===== src/rtl/psc_pkg.sv =====
package psc_pkg;
  localparam int DW = 32;
  localparam int AW = 5;

  localparam logic [AW-1:0] A_CTRL   = 5'h00;
  localparam logic [AW-1:0] A_TIME0  = 5'h05;
  localparam logic [AW-1:0] A_ALRM0  = 5'h0C;
  localparam logic [AW-1:0] A_KEYA   = 5'h13;
  localparam logic [AW-1:0] A_KEYB   = 5'h14;
  localparam logic [AW-1:0] A_CFGA   = 5'h17;
  localparam logic [AW-1:0] A_CFGB   = 5'h18;
  localparam logic [AW-1:0] A_PROT   = 5'h1C;
  localparam logic [AW-1:0] A_COMMIT = 5'h1E;

  localparam logic [15:0] UNLK_W1 = 16'h9136;
  localparam logic [15:0] UNLK_W2 = 16'h586A;
  localparam logic [15:0] KEYA_V  = 16'hA357;
  localparam logic [15:0] KEYB_V  = 16'h67D2;
  localparam logic [15:0] CFGA_V  = 16'h4848;
  localparam logic [15:0] CFGB_V  = 16'h0048;
  localparam logic [7:0]  CTRL_KEY = 8'h43;

  localparam int B_BUSY   = 6;
  localparam int B_RELOAD = 5;
  localparam int B_CLRKEY = 4;
  localparam int B_UNLK   = 2;
  localparam int B_KOK    = 1;
  localparam int B_TINV   = 0;

  typedef enum logic [1:0] {LK_CLOSED, LK_HALF, LK_OPEN} lk_state_t;
endpackage


===== src/rtl/psc_commit_timer.sv =====
module psc_commit_timer #(
  parameter int CYC = 4
) (
  input  logic clk,
  input  logic rst,
  input  logic start,
  output logic busy,
  output logic fire,
  output logic done
);
  localparam int CW = $clog2(CYC + 1);

  logic [CW-1:0] cnt;

  assign fire = busy && (cnt == '0);

  always_ff @(posedge clk) begin
    if (rst) begin
      busy <= 1'b0;
      cnt  <= '0;
      done <= 1'b0;
    end else begin
      done <= 1'b0;
      if (busy) begin
        if (cnt == '0) begin
          busy <= 1'b0;
          done <= 1'b1;
        end else begin
          cnt <= cnt - 1'b1;
        end
      end else if (start) begin
        busy <= 1'b1;
        cnt  <= CW'(CYC - 1);
      end
    end
  end

  AST_BUSY_HOLD: assert property (@(posedge clk) disable iff (rst)
    (busy && cnt != '0) |=> busy);
  AST_DONE_AT_FALL: assert property (@(posedge clk) disable iff (rst)
    done |-> ($past(busy) && !busy));
  AST_DONE_SINGLE: assert property (@(posedge clk) disable iff (rst)
    done |=> !done);
endmodule


===== src/rtl/psc_shadow_bank.sv =====
module psc_shadow_bank #(
  parameter int N = 6,
  parameter int W = 8,
  localparam int IW = (N > 1) ? $clog2(N) : 1
) (
  input  logic          clk,
  input  logic          rst,
  input  logic          we,
  input  logic [IW-1:0] idx,
  input  logic [W-1:0]  wdata,
  input  logic          reload,
  input  logic          clr,
  input  logic          fire,
  output logic [N*W-1:0] act
);
  for (genvar g = 0; g < N; g++) begin : g_ent
    logic [W-1:0] sh;
    logic [W-1:0] ac;
    always_ff @(posedge clk) begin
      if (rst || clr) begin
        sh <= '0;
        ac <= '0;
      end else begin
        if (reload) sh <= ac;
        else if (we && idx == IW'(g)) sh <= wdata;
        if (fire) ac <= sh;
      end
    end
    assign act[g*W +: W] = ac;
  end

  AST_ACT_HOLD: assert property (@(posedge clk) disable iff (rst)
    (!fire && !clr) |=> $stable(act));
endmodule


===== src/rtl/psc_unlock.sv =====
module psc_unlock
  import psc_pkg::*;
(
  input  logic        clk,
  input  logic        rst,
  input  logic        prot_we,
  input  logic [15:0] wdata,
  input  logic        other_we,
  input  logic        fire,
  output logic        unlocked
);
  lk_state_t   st;
  logic [15:0] word;
  logic        pend;

  always_ff @(posedge clk) begin
    if (rst) begin
      st   <= LK_CLOSED;
      word <= '0;
      pend <= 1'b0;
    end else begin
      if (prot_we) begin
        word <= wdata;
        pend <= 1'b1;
      end
      if (other_we && st == LK_HALF) st <= LK_CLOSED;
      if (fire && pend) begin
        pend <= 1'b0;
        if (word == UNLK_W1) st <= LK_HALF;
        else if (word == UNLK_W2 && st == LK_HALF) st <= LK_OPEN;
        else st <= LK_CLOSED;
      end
    end
  end

  assign unlocked = (st == LK_OPEN);

  AST_OPEN_FROM_HALF: assert property (@(posedge clk) disable iff (rst)
    $rose(unlocked) |-> $past(st == LK_HALF));
  AST_HALF_BROKEN: assert property (@(posedge clk) disable iff (rst)
    (st == LK_HALF && other_we) |=> (st == LK_CLOSED));
endmodule


===== src/rtl/prot_shadow_commit.sv =====
module prot_shadow_commit
  import psc_pkg::*;
#(
  parameter int NFIELD     = 6,
  parameter int FIELD_W    = 8,
  parameter int COMMIT_CYC = 4
) (
  input  logic                      clk,
  input  logic                      rst,
  input  logic                      wr_en,
  input  logic                      rd_en,
  input  logic [4:0]                addr,
  input  logic [31:0]               wdata,
  output logic [31:0]               rdata,
  output logic                      apply,
  output logic [NFIELD*FIELD_W-1:0] time_out,
  output logic [NFIELD*FIELD_W-1:0] alarm_out,
  output logic                      time_valid
);
  localparam int TIW = (NFIELD > 1) ? $clog2(NFIELD) : 1;

  logic busy, fire, done, unlocked, keys_ok, cfg_ok;
  logic wr_ok, hit_time, hit_alrm, time_we, alarm_we, key_we, cfg_we;
  logic ctrl_we, reload, clrkey, start, prot_we, other_we;
  logic [TIW-1:0] tidx, aidx;
  logic [NFIELD*FIELD_W-1:0] time_act, alarm_act;
  logic [31:0] key_act, cfg_act;
  logic time_inv, time_pend;
  logic [FIELD_W-1:0] tfield, afield;
  logic [31:0] rd_word;
  logic unused_hi;

  assign unused_hi = ^wdata[31:16];

  // decode
  assign wr_ok    = wr_en && !busy;
  assign hit_time = (int'(addr) >= int'(A_TIME0)) && (int'(addr) < int'(A_TIME0) + NFIELD);
  assign hit_alrm = (int'(addr) >= int'(A_ALRM0)) && (int'(addr) < int'(A_ALRM0) + NFIELD);
  assign tidx     = TIW'(addr - A_TIME0);
  assign aidx     = TIW'(addr - A_ALRM0);
  assign time_we  = wr_ok && hit_time && unlocked && keys_ok;
  assign alarm_we = wr_ok && hit_alrm && unlocked && keys_ok;
  assign key_we   = wr_ok && cfg_ok && (addr == A_KEYA || addr == A_KEYB);
  assign cfg_we   = wr_ok && (addr == A_CFGA || addr == A_CFGB);
  assign ctrl_we  = wr_ok && (addr == A_CTRL) && (wdata[15:8] == CTRL_KEY);
  assign reload   = ctrl_we && wdata[B_RELOAD];
  assign clrkey   = ctrl_we && wdata[B_CLRKEY];
  assign start    = wr_ok && (addr == A_COMMIT) && wdata[0];
  assign prot_we  = wr_ok && (addr == A_PROT);
  assign other_we = wr_ok && (addr != A_PROT) && (addr != A_COMMIT);

  assign keys_ok = (key_act[15:0] == KEYA_V) && (key_act[31:16] == KEYB_V);
  assign cfg_ok  = (cfg_act[15:0] == CFGA_V) && (cfg_act[31:16] == CFGB_V);

  psc_commit_timer #(.CYC(COMMIT_CYC)) u_timer (
    .clk(clk), .rst(rst), .start(start), .busy(busy), .fire(fire), .done(done)
  );

  psc_unlock u_unlock (
    .clk(clk), .rst(rst), .prot_we(prot_we), .wdata(wdata[15:0]),
    .other_we(other_we), .fire(fire), .unlocked(unlocked)
  );

  psc_shadow_bank #(.N(NFIELD), .W(FIELD_W)) u_time (
    .clk(clk), .rst(rst), .we(time_we), .idx(tidx), .wdata(wdata[FIELD_W-1:0]),
    .reload(reload), .clr(1'b0), .fire(fire), .act(time_act)
  );

  psc_shadow_bank #(.N(NFIELD), .W(FIELD_W)) u_alarm (
    .clk(clk), .rst(rst), .we(alarm_we), .idx(aidx), .wdata(wdata[FIELD_W-1:0]),
    .reload(reload), .clr(1'b0), .fire(fire), .act(alarm_act)
  );

  psc_shadow_bank #(.N(2), .W(16)) u_keys (
    .clk(clk), .rst(rst), .we(key_we), .idx(addr == A_KEYB), .wdata(wdata[15:0]),
    .reload(1'b0), .clr(clrkey), .fire(fire), .act(key_act)
  );

  psc_shadow_bank #(.N(2), .W(16)) u_cfg (
    .clk(clk), .rst(rst), .we(cfg_we), .idx(addr == A_CFGB), .wdata(wdata[15:0]),
    .reload(1'b0), .clr(1'b0), .fire(fire), .act(cfg_act)
  );

  // time validity tracking
  always_ff @(posedge clk) begin
    if (rst) begin
      time_inv  <= 1'b1;
      time_pend <= 1'b0;
    end else begin
      if (time_we) time_pend <= 1'b1;
      else if (fire || reload) time_pend <= 1'b0;
      if (clrkey) time_inv <= 1'b1;
      else if (fire && time_pend) time_inv <= 1'b0;
    end
  end

  // read path
  always_comb begin
    tfield = '0;
    afield = '0;
    for (int i = 0; i < NFIELD; i++) begin
      if (tidx == TIW'(i)) tfield = time_act[i*FIELD_W +: FIELD_W];
      if (aidx == TIW'(i)) afield = alarm_act[i*FIELD_W +: FIELD_W];
    end
    rd_word = '0;
    if (addr == A_CTRL) begin
      rd_word[B_BUSY] = busy;
      rd_word[B_UNLK] = unlocked;
      rd_word[B_KOK]  = keys_ok;
      rd_word[B_TINV] = time_inv;
    end else if (hit_time) begin
      rd_word[FIELD_W-1:0] = tfield;
    end else if (hit_alrm) begin
      rd_word[FIELD_W-1:0] = afield;
    end else if (addr == A_KEYA) begin
      rd_word[15:0] = key_act[15:0];
    end else if (addr == A_KEYB) begin
      rd_word[15:0] = key_act[31:16];
    end else if (addr == A_CFGA) begin
      rd_word[15:0] = cfg_act[15:0];
    end else if (addr == A_CFGB) begin
      rd_word[15:0] = cfg_act[31:16];
    end
  end

  always_ff @(posedge clk) begin
    if (rst) rdata <= '0;
    else if (rd_en) rdata <= rd_word;
  end

  assign apply      = done;
  assign time_out   = time_act;
  assign alarm_out  = alarm_act;
  assign time_valid = !time_inv;

  AST_KEYS_CLEAR: assert property (@(posedge clk) disable iff (rst)
    clrkey |=> !keys_ok);
  AST_BAD_KEY_BYTE: assert property (@(posedge clk) disable iff (rst)
    (wr_en && !busy && addr == A_CTRL && wdata[15:8] != CTRL_KEY) |=> ($stable(time_inv) && $stable(key_act)));
  AST_LOCKED_NO_PEND: assert property (@(posedge clk) disable iff (rst)
    (!unlocked && !time_pend) |=> !time_pend);
endmodule


===== config.mk =====
export PLATFORM = sky130hd
export DESIGN_NAME = prot_shadow_commit
export DESIGN_NICKNAME = d
export VERILOG_FILES = /design/src/rtl/psc_pkg.sv /design/src/rtl/psc_commit_timer.sv /design/src/rtl/psc_shadow_bank.sv /design/src/rtl/psc_unlock.sv /design/src/rtl/prot_shadow_commit.sv
export SDC_FILE = /design/constraint.sdc
export NUM_CORES = 1
export LEC_CHECK = 0
export BUFFER_PORTS_ARGS = -buffer_cell sky130_fd_sc_hd__buf_2
export CORE_ASPECT_RATIO = 0.8
export CORE_MARGIN = 4
export CORE_UTILIZATION = 30
export CTS_BUF_LIST = sky130_fd_sc_hd__clkbuf_4 sky130_fd_sc_hd__clkbuf_8 sky130_fd_sc_hd__clkbuf_16
export DETAILED_ROUTE_END_ITERATION = 10
export GPL_ROUTABILITY_DRIVEN = 0
export PLACE_DENSITY = 0.46
export SETUP_SLACK_MARGIN = 0.05
export SLEW_MARGIN = 20
export SYNTH_ARGS = -nofsm -noshare
export SYNTH_HDL_FRONTEND = slang
export SYNTH_SLANG_ARGS = --single-unit

===== constraint.sdc =====
create_clock -name clk -period 5 [get_ports clk]
set_input_delay 0.5 -clock clk [delete_from_list [all_inputs] [get_ports clk]]
set_output_delay 0.5 -clock clk [all_outputs]
set_load 0.05 [all_outputs]

=== Word level (Yosys, flattened, before mapping) ===
Cells that the tools add are included.
W data, S select, Z words.

* Logic and storage cells: 213
* Output and inout bits: 130
* Register bits: 362
* Input bits: 41

* Muxes and demuxes: 61
* Bitwise logic cells: 3
* Reduce and logical (&&, ||, !) cells: 73
* Equal/unequal tests: 28
* Magnitude comparators: 4
* Add/subtract/negate cells: 3

{| class="wikitable"
|+ Operators by type and width
! kind !! count
|-
| $mux W8 || 40
|-
| $mux W16 || 4
|-
| $eq A16 B15 Y1 const B || 3
|-
| $logic_and A1 B1 Y1 || 44
|-
| $eq A16 B16 Y1 const B || 2
|-
| $eq A5 B5 Y1 const B || 6
|-
| $reduce_bool A2 Y1 || 15
|-
| $eq A16 B7 Y1 const B || 1
|-
| $mux W3 || 5
|-
| $eq A3 B2 Y1 const B || 4
|-
| $eq A3 B3 Y1 const B || 4
|-
| $ne A5 B5 Y1 const B || 2
|-
| $logic_not A3 Y1 || 3
|-
| $mux W9 || 1
|-
| $eq A8 B7 Y1 const B || 1
|-
| $mux W2 || 4
|-
| $mux W1 || 7
|-
| $eq A3 B1 Y1 const B || 2
|-
| $reduce_or A2 Y1 || 3
|-
| $sub A3 B3 Y3 const B || 2
|-
| $ge A5 B3 Y1 const B || 1
|-
| $ge A5 B4 Y1 const B || 1
|-
| $logic_not A5 Y1 || 1
|-
| $lt A5 B4 Y1 const B || 1
|-
| other kinds (9) || 15
|}

=== Logic depth before layout (Yosys ltp) ===
* Depth after elaboration: 11
* Mapped depth: 9

=== Hierarchy ===
From an unflattened synthesis, not the netlist that was laid out.

* Cells, all modules: 1732
* Area total of the unflattened synthesis: 17169.0 µm²

{| class="wikitable"
|+ By module, submodules not included
! module !! instances !! cells each !! area an instance (µm²) !! seq. area each (µm²)
|-
| psc_shadow_bank (u_alarm ...) || 2 || 385 || 4110.2 || 1921.8
|-
| psc_shadow_bank (u_cfg ...) || 2 || 252 || 2641.3 || 1281.2
|-
| prot_shadow_commit || 1 || 361 || 2672.6 || 360.3
|-
| psc_unlock || 1 || 73 || 754.5 || 380.4
|-
| psc_commit_timer || 1 || 24 || 239.0 || 100.1
|}

=== Worst setup path after synthesis ===
OpenSTA, ideal clock, no wires.

* Path kind: input-to-reg
* Start point: in addr[0]
* End point: reg u_keys.g_ent[0].sh[5]
* Required time: 4.883 ns
* Slack: 2.843 ns
* Path buffers: 3
* Stages on the path: 8
* Data arrival time: 2.040 ns
* Setup time: 0.117 ns
* Cell sequence: buf_4 > and4b_1 > buf_2 > nand2_1 > nor4_4 > buf_6 > mux2i_1 > nor2_1

* Cells in the longest elaborated chain, start to end: 5

{| class="wikitable"
|+ Ends and longest elaborated chain
! what !! line !! source
|-
| start, declared || prot_shadow_commit.sv:12 || <nowiki>input logic [4:0] addr,</nowiki>
|-
| $logic_not A5 Y1 || prot_shadow_commit.sv:45 || <nowiki>assign ctrl_we = wr_ok && (addr == A_CTRL) && (wdata[15:8] == CTRL_KEY);</nowiki>
|-
| $logic_and A1 B1 Y1 (2 in series) || prot_shadow_commit.sv:45 ||
|-
| $logic_and A1 B1 Y1 || prot_shadow_commit.sv:47 || <nowiki>assign clrkey = ctrl_we && wdata[B_CLRKEY];</nowiki>
|-
| $logic_or A1 B1 Y1 || psc_shadow_bank.sv:20 || <nowiki>if (rst || clr) begin</nowiki>
|-
| end signal, assigned || psc_shadow_bank.sv:25 || <nowiki>else if (we && idx == IW'(g)) sh <= wdata;</nowiki>
|-
| end, declared || psc_shadow_bank.sv:17 || <nowiki>logic [W-1:0] sh;</nowiki>
|}

Parallel ways exist; a longest one is shown, timed or not.
A chain may end at the register's enable or synchronous reset.

=== Final worst setup path ===
* Start point: reg u_keys.g_ent[1].ac[12]
* End point: reg u_alarm.g_ent[2].sh[1]

* Cells in the longest elaborated chain, start to end: 5

{| class="wikitable"
|+ Ends and longest elaborated chain
! what !! line !! source
|-
| start, declared || psc_shadow_bank.sv:18 || <nowiki>logic [W-1:0] ac;</nowiki>
|-
| start signal, assigned || psc_shadow_bank.sv:26 || <nowiki>if (fire) ac <= sh;</nowiki>
|-
| $eq A16 B15 Y1 || prot_shadow_commit.sv:52 || <nowiki>assign keys_ok = (key_act[15:0] == KEYA_V) && (key_act[31:16] == KEYB_V);</nowiki>
|-
| $logic_and A1 B1 Y1 || prot_shadow_commit.sv:52 ||
|-
| $logic_and A1 B1 Y1 || prot_shadow_commit.sv:42 || <nowiki>assign alarm_we = wr_ok && hit_alrm && unlocked && keys_ok;</nowiki>
|-
| $logic_and A1 B1 Y1 || psc_shadow_bank.sv:25 ||
|-
| $reduce_bool A2 Y1 (no source line) || -- ||
|-
| end signal, assigned || psc_shadow_bank.sv:25 ||
|-
| end, declared || psc_shadow_bank.sv:17 ||
|}

No other way between the ends.

==> reports/qor.csv <==
metric,value,unit
status,"complete, no violations",
fmax,0.345,GHz
area_growth,15.7,%
cap_violations,0,
synth.distinct_cells,80,
grt_max_degree,168,
numPortBuffers,138,
routed-via-count,14200,
power,6280,uW
synth_top_area_frac,0.457,
cp_data_required_time,5410,ps
cp.depth,5,
avgSynthCellArea,8.27,um2
leakage,0.00681,uW
fin_crit,2900,ps
clockRootBuffer,clkbuf_16,
dieHeight,214,um
nFillCells,5455,
fin_worst_skew,19.1,ps
drive_above_1_share,0.146,
crit_fanout,8,
synth_cells,1917,
insertion_delay,560,ps
grt-ovfl-total,0,
final_antenna_net_count,0,
antenna_cells,0,
p_per_area,342,nW/um2
path_common_cell,nand4bb_1,
finalSetupViolCount,0,
grt_pass1_wl,87000,um
cts_made_buffers,41,
ys_async_sr_fraction,0,
crit_type,reg -> reg,
clk_path_buf_depth,3,
worst_ep_arrival_time,3310,ps
postCtsSetupBuffers,0,
rsz0062_at_grt,false,
cts_resized,0,
cp_num_buf_inv,0,
maxSlewViolCount,0,
start_util,0.303,
die_area,56600,um2
critical_path.cell_chain,nand4bb_1 > nand4bb_1 > nor4_4 > mux2i_1 > a21oi_1,
cp_slowest_cell,nor4_4,
whs,273,ps
first_pass_iters,6,
die_w,265,um
max_slew_margin,0.265,
drt_iter0_drc,1344,
slowest_delay,1120,ps
h-tree-depth,2,
hpwlAfterDp,38400,um
antenna_found_initial,1,
crit_path_end_kind,flop,
rows,75,
ys_seq_area_frac,0.457,
ios,171,
fin_setup_tns,0,ps
cts_tree,built,
drc,0,
synth_edf_count,0,
irDropWorstVdd,205,uV
ys_ff_latch,362,
yosys_warnings,0,
path_delay_family,simple AND/OR/NAND/NOR gates,
finalNonFillerCells,2686,
synth_ff_type,dfxtp_1,
layout_setup_ws,2100,ps
grt_usage,0.202,
layout.nets,2008,
worstRegToRegCells,5,
ys_top_cells_by_area,"dfxtp_1 (46%), nand2_1 (10%), a21oi_1 (10%)",
routedWlPerCell,22.1,um
whs_path_depth,3,
pre_cts_ws,1650,ps
syn_area,15900,um2
cts.sinks,362,
vias_per_cell,5.30,
hp-class,in -> reg,
dp.cells,2613,
cts_hold_buf,0,
worstMarginPinSlew,1090,ps
period_share,0.580,
wl,59500,um
path_clk_slew,60,ps
finalHoldViolations,0,
core_area,52400,um2
synth_area_leader_cell,dfxtp_1,
grt_pass1_vias,13000,
cp-start-kind,flop,
==> per-stage QoR <==
step / cell area [um2] / util
floorplan: 15900 / -
global route: 18300 / 0.350
CTS: 18300 / 0.350
finish: 18300 / 0.350
global placement: 17000 / 0.324
detailed placement: 17000 / 0.324
==> path summary, 6_finish.rpt <==
check / startpoint / end / slack (ps)
min: wdata[11] / u_unlock.word[11] / 270
min reg2reg: u_time.g_ent[0].sh[0] / u_time.g_ent[0].ac[0] / 440
max: u_keys.g_ent[1].ac[12] / u_alarm.g_ent[2].sh[1] / 2100
max reg2reg: u_keys.g_ent[1].ac[12] / u_alarm.g_ent[2].sh[1] / 2100
==> cells in the mapped netlist (3+ instances only) <==
cell type and n:
o2bb2ai_1 4, mux2i_1 133, o2111ai_1 4, clkbuf_1 121, o221ai_1 4, a22oi_1 3, and2_1 4, and3_1 10
dfxtp_1 362, a211oi_1 5, a31oi_1 8, nor4bb_1 6, a2bb2oi_1 4, and4b_1 4, a21oi_1 319, buf_2 27
a22o_1 10, mux2_2 15, nand4bb_1 3, nor4b_1 5, nand4_1 5, a21o_1 5, a221oi_1 13, nor2_1 75
nand2_1 428, nor4_4 6, a2111oi_0 4, and4_1 3, inv_1 11, nor3_2 3, o21ai_1 11, buf_1 10
or2_2 3, nand4_2 5, buf_4 18, a41oi_1 16, nand3_1 26, nor3_1 10, nor2b_1 9, nand2b_1 6
nor4_1 5, o21ai_0 145, o21a_1 3
==> logic make-up after synthesis <==
logic type / Yosys count / synth area share
fa+ha+maj: 2 / 0.00158
compound gates: 578 / 0.205
other cells: 1 / 0.000237
flops: 362 / 0.457
mux: 150 / 0.0975
simple gates: 634 / 0.187
buf+inv: 190 / 0.0523
==> layer usage <==
| metal | up-vias | track usage | share of wire |
|---|---|---|---|
| met4 | 2 | 0.0548 | 0.022 |
| met2 | 497 | 0.290 | 0.42 |
| met3 | 79 | 0.0476 | 0.076 |
| met5 | - | 0 | 0.00020 |
| li1 | 6780 | - | - |
| met1 | 6877 | 0.302 | 0.48 |
==> sequential cells by signal (all words and copies together), names as in the netlist <==
signal,cells
u_unlock.pend,1
u_time.g_ent.ac,48
u_timer.busy,1
u_cfg.g_ent.ac,32
u_cfg.g_ent.sh,32
rdata,16
time_pend,1
u_keys.g_ent.sh,32
u_time.g_ent.sh,48
time_inv,1
u_timer.cnt,3
u_unlock.word,16
u_alarm.g_ent.sh,48
u_alarm.g_ent.ac,48
u_timer.done,1
u_unlock.st,2
u_keys.g_ent.ac,32
==> worst min-delay path: cells and delay by family <==
kind | cells | cell delay, ps
AOI/OAI and AO/OA | 1 | 50
buffers and inverters | 1 | 160
and+or+nand+nor | 1 | 70
==> cells in the final DEF, fill, tap and decap left out, types with 7 or more instances in the layout <==
cell,count
buf_4,25
nor2b_1,9
clkbuf_16,43
inv_1,10
mux2i_1,133
nor3_1,10
a22o_1,10
clkinv_2,7
a31oi_1,8
dfxtp_1,362
conb_1,16
mux2_2,15
a41oi_1,16
nor2_1,75
o21ai_0,145
o21ai_1,11
a221oi_1,13
a21oi_1,319
and3_1,10
nand2_1,428
nand3_1,25
clkbuf_4,10
buf_2,137
==> power breakdown <==
group	internal, uW	leakage [uW]	switching, uW	total [uW]
clock network	1820	0.000680	1250	3060
logic	63.2	0.00321	257	321
registers	2890	0.00292	7.24	2900
==> layout make-up <==
type                            count  area, um2  area share
Clock buffer                       59       1230      0.0672
Inverter                           12       45.0     0.00246
Clock inverter                     12        119     0.00648
Timing Repair Buffer              168        976      0.0532
Sequential cell                   362       7250       0.395
Tap cell                          693        867      0.0473
Multi-Input combinational cell   1380       7860       0.428
Note: power is estimated with default switching activity, not from simulation.
